`src/rtl/irqs_pkg.sv`:
```
// Package irqs_pkg
// Holds the shared constants of the interrupt status unit: data width,
// register word addresses and the status bit positions that software decodes.
package irqs_pkg;
    localparam int unsigned DATA_W   = 32;
    localparam int unsigned ADDR_W   = 2;

    // Status bit positions, fixed because software decodes them.
    localparam int unsigned BIT_DONE  = 0;
    localparam int unsigned BIT_RDRDY = 1;
    localparam int unsigned BIT_WRRDY = 2;
    localparam int unsigned BIT_CSREL = 8;

    // Sticky (pulse-captured) bits, in the order of the event vector.
    localparam int unsigned N_STICKY = 2;
    localparam int unsigned STICKY_POS [N_STICKY] = '{BIT_DONE, BIT_CSREL};

    // Bits that are implemented in the enable registers and the status word.
    localparam logic [DATA_W-1:0] IMPL_MASK =
        (DATA_W'(1) << BIT_DONE)  | (DATA_W'(1) << BIT_RDRDY) |
        (DATA_W'(1) << BIT_WRRDY) | (DATA_W'(1) << BIT_CSREL);

    // Register word addresses.
    localparam logic [ADDR_W-1:0] A_STATUS  = 2'd0;
    localparam logic [ADDR_W-1:0] A_CAP_EN  = 2'd1;
    localparam logic [ADDR_W-1:0] A_LINE_EN = 2'd2;
endpackage

```
`src/rtl/irqs_sticky_bit.sv`:
```
// Module irqs_sticky_bit
// One latched status bit. Set wins over clear on the same edge.
// Assumes set_i is already gated by its capture enable.
module irqs_sticky_bit (
    input  logic clk,
    input  logic rst_n,
    input  logic set_i,
    input  logic clr_i,
    output logic q_o
);
    // Hold the bit; a set beats a clear on the same edge.
    always_ff @(posedge clk) begin
        if (!rst_n)
            q_o <= 1'b0;
        else if (set_i)
            q_o <= 1'b1;
        else if (clr_i)
            q_o <= 1'b0;
    end
endmodule

```
`src/rtl/irqs_regfile.sv`:
```
// Module irqs_regfile
// Holds the capture-enable and line-enable registers and builds the read
// data. Only implemented bits are stored. Assumes status_i is the visible
// status word, already masked to the implemented bits.
module irqs_regfile
    import irqs_pkg::*;
#(
    parameter int unsigned DW = DATA_W,
    parameter int unsigned AW = ADDR_W
) (
    input  logic          clk,
    input  logic          rst_n,
    input  logic          we_i,
    input  logic [AW-1:0] addr_i,
    input  logic [DW-1:0] wdata_i,
    input  logic [DW-1:0] status_i,
    output logic [DW-1:0] cap_en_o,
    output logic [DW-1:0] line_en_o,
    output logic [DW-1:0] rdata_o
);
    localparam logic [DW-1:0] MASK = DW'(IMPL_MASK);

    // Capture-enable register with masked writes.
    always_ff @(posedge clk) begin
        if (!rst_n)
            cap_en_o <= '0;
        else if (we_i && addr_i == AW'(A_CAP_EN))
            cap_en_o <= wdata_i & MASK;
    end

    // Line-enable register with masked writes.
    always_ff @(posedge clk) begin
        if (!rst_n)
            line_en_o <= '0;
        else if (we_i && addr_i == AW'(A_LINE_EN))
            line_en_o <= wdata_i & MASK;
    end

    // Read multiplexer; unmapped addresses return zero.
    always_comb begin
        unique case (addr_i)
            AW'(A_STATUS):  rdata_o = status_i;
            AW'(A_CAP_EN):  rdata_o = cap_en_o;
            AW'(A_LINE_EN): rdata_o = line_en_o;
            default:        rdata_o = '0;
        endcase
    end
endmodule

```
`src/rtl/irqs_line_gen.sv`:
```
// Module irqs_line_gen
// Registers the OR of the status bits that are line-enabled.
// Assumes both inputs are the same width and already masked.
module irqs_line_gen #(
    parameter int unsigned DW = 32
) (
    input  logic          clk,
    input  logic          rst_n,
    input  logic [DW-1:0] status_i,
    input  logic [DW-1:0] line_en_i,
    output logic          irq_o
);
    // One register stage after the reduce-OR.
    always_ff @(posedge clk) begin
        if (!rst_n)
            irq_o <= 1'b0;
        else
            irq_o <= |(status_i & line_en_i);
    end
endmodule

```
`src/rtl/irq_status_unit.sv`:
```
// Module irq_status_unit
// Collects engine events into status bits behind two mask layers and
// drives one registered interrupt line. Pulse events are sticky and cleared
// by writing one; buffer-ready levels are shown live, gated by capture enable.
// Assumes event pulses are single-cycle and synchronous to clk.
module irq_status_unit
    import irqs_pkg::*;
(
    input  logic              clk,
    input  logic              rst_n,
    input  logic              reg_we,
    input  logic [ADDR_W-1:0] reg_addr,
    input  logic [DATA_W-1:0] reg_wdata,
    output logic [DATA_W-1:0] reg_rdata,
    input  logic              evt_xfer_done,
    input  logic              evt_cs_release,
    input  logic              rd_buf_ready,
    input  logic              wr_buf_ready,
    output logic              irq_out
);
    logic [DATA_W-1:0]   cap_en_q;
    logic [DATA_W-1:0]   line_en_q;
    logic [DATA_W-1:0]   status_view;
    logic [N_STICKY-1:0] sticky_q;
    logic [N_STICKY-1:0] evt_vec;
    logic                status_wr;

    assign evt_vec   = {evt_cs_release, evt_xfer_done};
    assign status_wr = reg_we && (reg_addr == A_STATUS);

    // One sticky bit for each pulse event, placed at its status position.
    for (genvar g = 0; g < N_STICKY; g++) begin : g_sticky
        irqs_sticky_bit u_bit (
            .clk   (clk),
            .rst_n (rst_n),
            .set_i (evt_vec[g] & cap_en_q[STICKY_POS[g]]),
            .clr_i (status_wr & reg_wdata[STICKY_POS[g]]),
            .q_o   (sticky_q[g])
        );
    end

    // Assemble the visible status word from sticky bits and live levels.
    always_comb begin
        status_view = '0;
        for (int i = 0; i < int'(N_STICKY); i++)
            status_view[STICKY_POS[i]] = sticky_q[i];
        status_view[BIT_RDRDY] = rd_buf_ready & cap_en_q[BIT_RDRDY];
        status_view[BIT_WRRDY] = wr_buf_ready & cap_en_q[BIT_WRRDY];
    end

    irqs_regfile #(.DW(DATA_W), .AW(ADDR_W)) u_regs (
        .clk       (clk),
        .rst_n     (rst_n),
        .we_i      (reg_we),
        .addr_i    (reg_addr),
        .wdata_i   (reg_wdata),
        .status_i  (status_view),
        .cap_en_o  (cap_en_q),
        .line_en_o (line_en_q),
        .rdata_o   (reg_rdata)
    );

    irqs_line_gen #(.DW(DATA_W)) u_line (
        .clk       (clk),
        .rst_n     (rst_n),
        .status_i  (status_view),
        .line_en_i (line_en_q),
        .irq_o     (irq_out)
    );
endmodule

```
`config.mk`:
```
export PLATFORM = sky130hd
export DESIGN_NAME = irq_status_unit
export DESIGN_NICKNAME = d
export VERILOG_FILES = /design/src/rtl/irqs_pkg.sv /design/src/rtl/irqs_sticky_bit.sv /design/src/rtl/irqs_regfile.sv /design/src/rtl/irqs_line_gen.sv /design/src/rtl/irq_status_unit.sv
export SDC_FILE = /design/constraint.sdc
export NUM_CORES = 1
export LEC_CHECK = 0
export BUFFER_PORTS_ARGS = -buffer_cell sky130_fd_sc_hd__buf_2
export CAP_MARGIN = 20
export CORE_UTILIZATION = 50
export CTS_BUF_LIST = sky130_fd_sc_hd__clkbuf_4
export CTS_CLUSTER_DIAMETER = 80
export DETAILED_ROUTE_END_ITERATION = 10
export PLACE_DENSITY = 0.95
export SLEW_MARGIN = 20
export SYNTH_ARGS = -nofsm -noshare
export SYNTH_HDL_FRONTEND = slang
export SYNTH_HIERARCHICAL = 1
export SYNTH_SLANG_ARGS = --single-unit
```
`constraint.sdc`:
```
create_clock -name clk -period 3.6 [get_ports clk]
set_input_delay 0.72 -clock clk [delete_from_list [all_inputs] [get_ports clk]]
set_output_delay 0.72 -clock clk [all_outputs]
set_load 0.02 [all_outputs]
```
Word level (Yosys, flattened, before mapping):

Index checks and enable logic that the tools add are counted.

* RAM bits: 0
* bits in latches: 0
* bits of input ports: 41
* bits in read-only memories: 0
* output and inout bits: 33
* logic and storage cells: 26
* register bits: 11
* memories: 0

* div/mod/pow operators: 0
* $lt $le $gt $ge: 0
* bitwise gates (word level): 7
* shifts and indexed selects: 0
* add/subtract/negate cells: 0
* eq/ne operators: 2
* reduce and logical (&&, ||, !) cells: 7
* multiplexer cells: 5
* $mul: 0

Operators by type and width (count)
* OR reduction 32 bit: 1
* case mux 9 bit (3 select lines): 1
* AND 9 bit: 1
* AND 1 bit: 6
* two-way mux 1 bit: 4
* nonzero test 2 bit: 2
* logical AND 1 bit: 3
* equality test 2 x 1 -> 1 bit, second input constant: 1
* equality test 2 bit, second input constant: 1
* zero test 2 bit: 1

Logic depth before layout (Yosys ltp):

* depth in word-level cells: 5
* gate-level depth with buffers: 4
* mapped depth without buffers: 4

Hierarchy:

Netlist, hierarchy kept.

Modules (own cells, without submodules)
* irqs_regfile: area each 1047.3 sq um, cells an instance 131, times used 1, seq. area each 160.2 sq um
* irqs_line_gen: area each 181.4 sq um, cells an instance 22, times used 1, seq. area each 20.0 sq um
* irqs_sticky_bit: area each 41.3 sq um, cells an instance 3, times used 2, seq. area each 20.0 sq um
* irq_status_unit: area each 53.8 sq um, cells an instance 7, times used 1, seq. area each 0.0 sq um

Worst setup path after synthesis:

Ideal clock, no wire load.

* path kind: input to output
* start: input reg_addr[1]
* end: output reg_rdata[1]
* data required time: 2880 ps
* cell stages on the path: 3
* path buffers: 1
* path slack: 1557 ps
* data arrival time: 1323 ps
* path through: buf_6 mux2i_1 o2bb2ai_1

* cells in the longest elaborated chain, start to end: 2
* elaborated cells between the ends (all ways): 4
* those cells by class: eq/ne (2); mux (1); reduce/logical (1)

RTL lines
* start, declared: line irq_status_unit.sv:12 `input logic [ADDR_W-1:0] reg_addr,`
* equality test 2 bit (tied with other cells): line irqs_regfile.sv:41 `unique case (addr_i)`
* case mux 9 bit (3 select lines) (*): line irqs_regfile.sv:41
* end, declared: line irq_status_unit.sv:14 `output logic [DATA_W-1:0] reg_rdata,`

Every way passes the cells marked *; elsewhere a longest branch is shown, timed or not.

Worst setup path after layout:

* start: input reg_addr[0]
* end: output reg_rdata[8]

The elaborated chain is that of the path after synthesis.

==> flow_summary.toml <==
[outcome]
status = "completed"

[route]
antenna_left = 0
wl_met3_um = 104
via_per_inst = 4.11
wl_met1_um = 723
drt_wl_total_um = 2020
drtIter0Drc = 8
top_layer = "met4"
dr.pass1.iters = 4
wl_met2_um = 1130
route.detailed.drc = 0
avgRoutedWirePerCell_um = 8.60
num_vias = 967

[placement]
port_buffers = 17
gp_congestion = 0.732
placed_cell_area_um2 = 1330
hpwlAfterDp_um = 1570

[grt]
track_usage_pct = 16.9
antenna_found_initial = 0
grt_pass1_wl_um = 3170
grt_pass1_vias = 810
grt_max_degree = 29
grt.overflow.total = 0

[setup_path]
cp_data_arrival_time_ns = 1.68
worst_ep_required_time_ns = 2.88
worstSetupPathType = "input pin to output pin"
critPathLaunchType = "input pin"
path_common_cell = "buf_2"
end_kind = "output pin"
cpPeakStageDelay_ns = 0.36
crit_chain = "buf_2, nor2b_1, o2bb2ai_1, buf_2"
cp_slowest_cell = "nor2b_1"
crit_path_max_fanout = 10

[clock_tree]
ctsResizeCount = 0
postCtsSetupRepairBufs = 0
cts.clk_slew.worst_paths_ns = 0.06
ctsHoldBuffers = 0
clk_root_buffer_cell = "clkbuf_4"
numCtsBuffers = 3
h-tree-depth = 1
cts.sinks = 11
clk_path_buf_depth = 2
clk_latency_ns = 0.27
cts_tree = "built"

[hold_path]
hp-class = "flip-flop to flip-flop"

[final_layout]
fin_area_um2 = 1360
nets = 249
n_antenna_cell = 0
syn_to_final_growth_pct = 17.6
layout-drive-gt1-share_pct = 13.0

[die]
core_um2 = 2190
dieArea_um2 = 2510
core.rowCount = 17
die_x_um = 50.1
ios = 74
die_y_um = 50.1
start_util_pct = 52.7

[timing]
finalMaxSlewViolations = 0
timing.fmax_mhz = 417
setup_violations = 0
finalSetupTns_ns = 0
worst_clock_skew_ns = 0.00168
fin_crit_ns = 2.40
fin_crit_sh_pct = 66.6
final_hold_viol_count = 0
rsz0062_at_grt = "false"

[power]
power.density_nw_per_um2 = 226
p_leak_nw = 0.703
peakVddDrop_v = 0.000269

[logic_synthesis]
yosys_warnings = 6
synthCells = 138
syn-cell-area_um2 = 1150
synth.avg_cell_area_um2 = 8.37

[run]
max_cap_viol_count = 0
==> power breakdown <==
part | internal [mW] | leakage, nW | switching, mW
logic | 0.0294 | 0.595 | 0.0565
clock network | 0.0506 | 0.0184 | 0.0416
registers | 0.126 | 0.0896 | 0.00298
total | 0.206 | 0.703 | 0.101
==> through the flow <==
stage | total power [mW] | utilization, % | hold slack, ns | std cells | setup slack [ns]
finish | 0.307 | 62.0 | 0.473 | 235 | 1.20
global route | 0.324 | 62.0 | 0.503 | 235 | 1.15
CTS | 0.306 | 62.0 | 0.477 | 235 | 1.21
detailed placement | 0.214 | 60.6 | 0.469 | 231 | 1.21
global placement | 0.212 | 60.6 | 0.461 | 231 | 1.27
floorplan | 0.224 | - | 0.447 | 220 | 1.56
==> metal layers <==
metal,vias up,global-route usage [%]
li1,507,-
met1,412,14.8
met2,41,34.7
met3,7,2.78
met4,0,9.52
met5,-,0
==> final cells by class <==
| cell class | instances | area [um2] |
|---|---|---|
| Timing Repair Buffer | 17 | 85.1 |
| Clock buffer | 4 | 30.0 |
| Tap cell | 28 | 35.0 |
| Sequential cell | 11 | 220 |
| Multi-Input combinational cell | 175 | 987 |
| Fill cell | 200 | 833 |
==> placed cells by master (no fill, tap or decap) <==
cell and n:
clkbuf_4 4, and4bb_2 2, nand3b_1 1, mux2i_1 12, a22oi_2 1, nand4_1 4, and2_1 32, and3b_1 1
nand2_1 12, o21a_1 2, a22oi_1 15, nor2_8 1, dfxtp_1 11, o41a_1 1, nor2b_4 2, buf_2 17
o2bb2ai_1 4, nor2b_1 1, conb_1 84
==> worst max-delay path, delay by kind of cell <==
kind	cells	cell delay (ns)
buffers and inverters	2	0.42
AND/OR/NAND/NOR	1	0.36
AO/OA/AOI/OAI	1	0.17
==> sequential cells by signal, indices dropped and copies added, names as in the netlist <==
name,cells
g_sticky.u_bit/q_o,2
u_line/irq_o,1
u_regs/cap_en_o,4
u_regs/line_en_o,4
==> worst paths after layout <==
| path | end | slack (ns) | depth (start not counted) | startpoint |
|---|---|---|---|---|
| setup / recovery | reg_rdata[8] | 1.20 | 4 | reg_addr[0] |
| hold / removal | u_regs/cap_en_o[2]$_SDFFE_PN0P_ | 0.47 | 2 | u_regs/cap_en_o[2]$_SDFFE_PN0P_ |
| setup reg to reg | u_line/irq_o$_SDFF_PN0_ | 2.28 | 4 | u_regs/cap_en_o[2]$_SDFFE_PN0P_ |
| hold reg to reg | u_regs/cap_en_o[2]$_SDFFE_PN0P_ | 0.47 | 2 | u_regs/cap_en_o[2]$_SDFFE_PN0P_ |
Power figures use the tool's default switching activity.
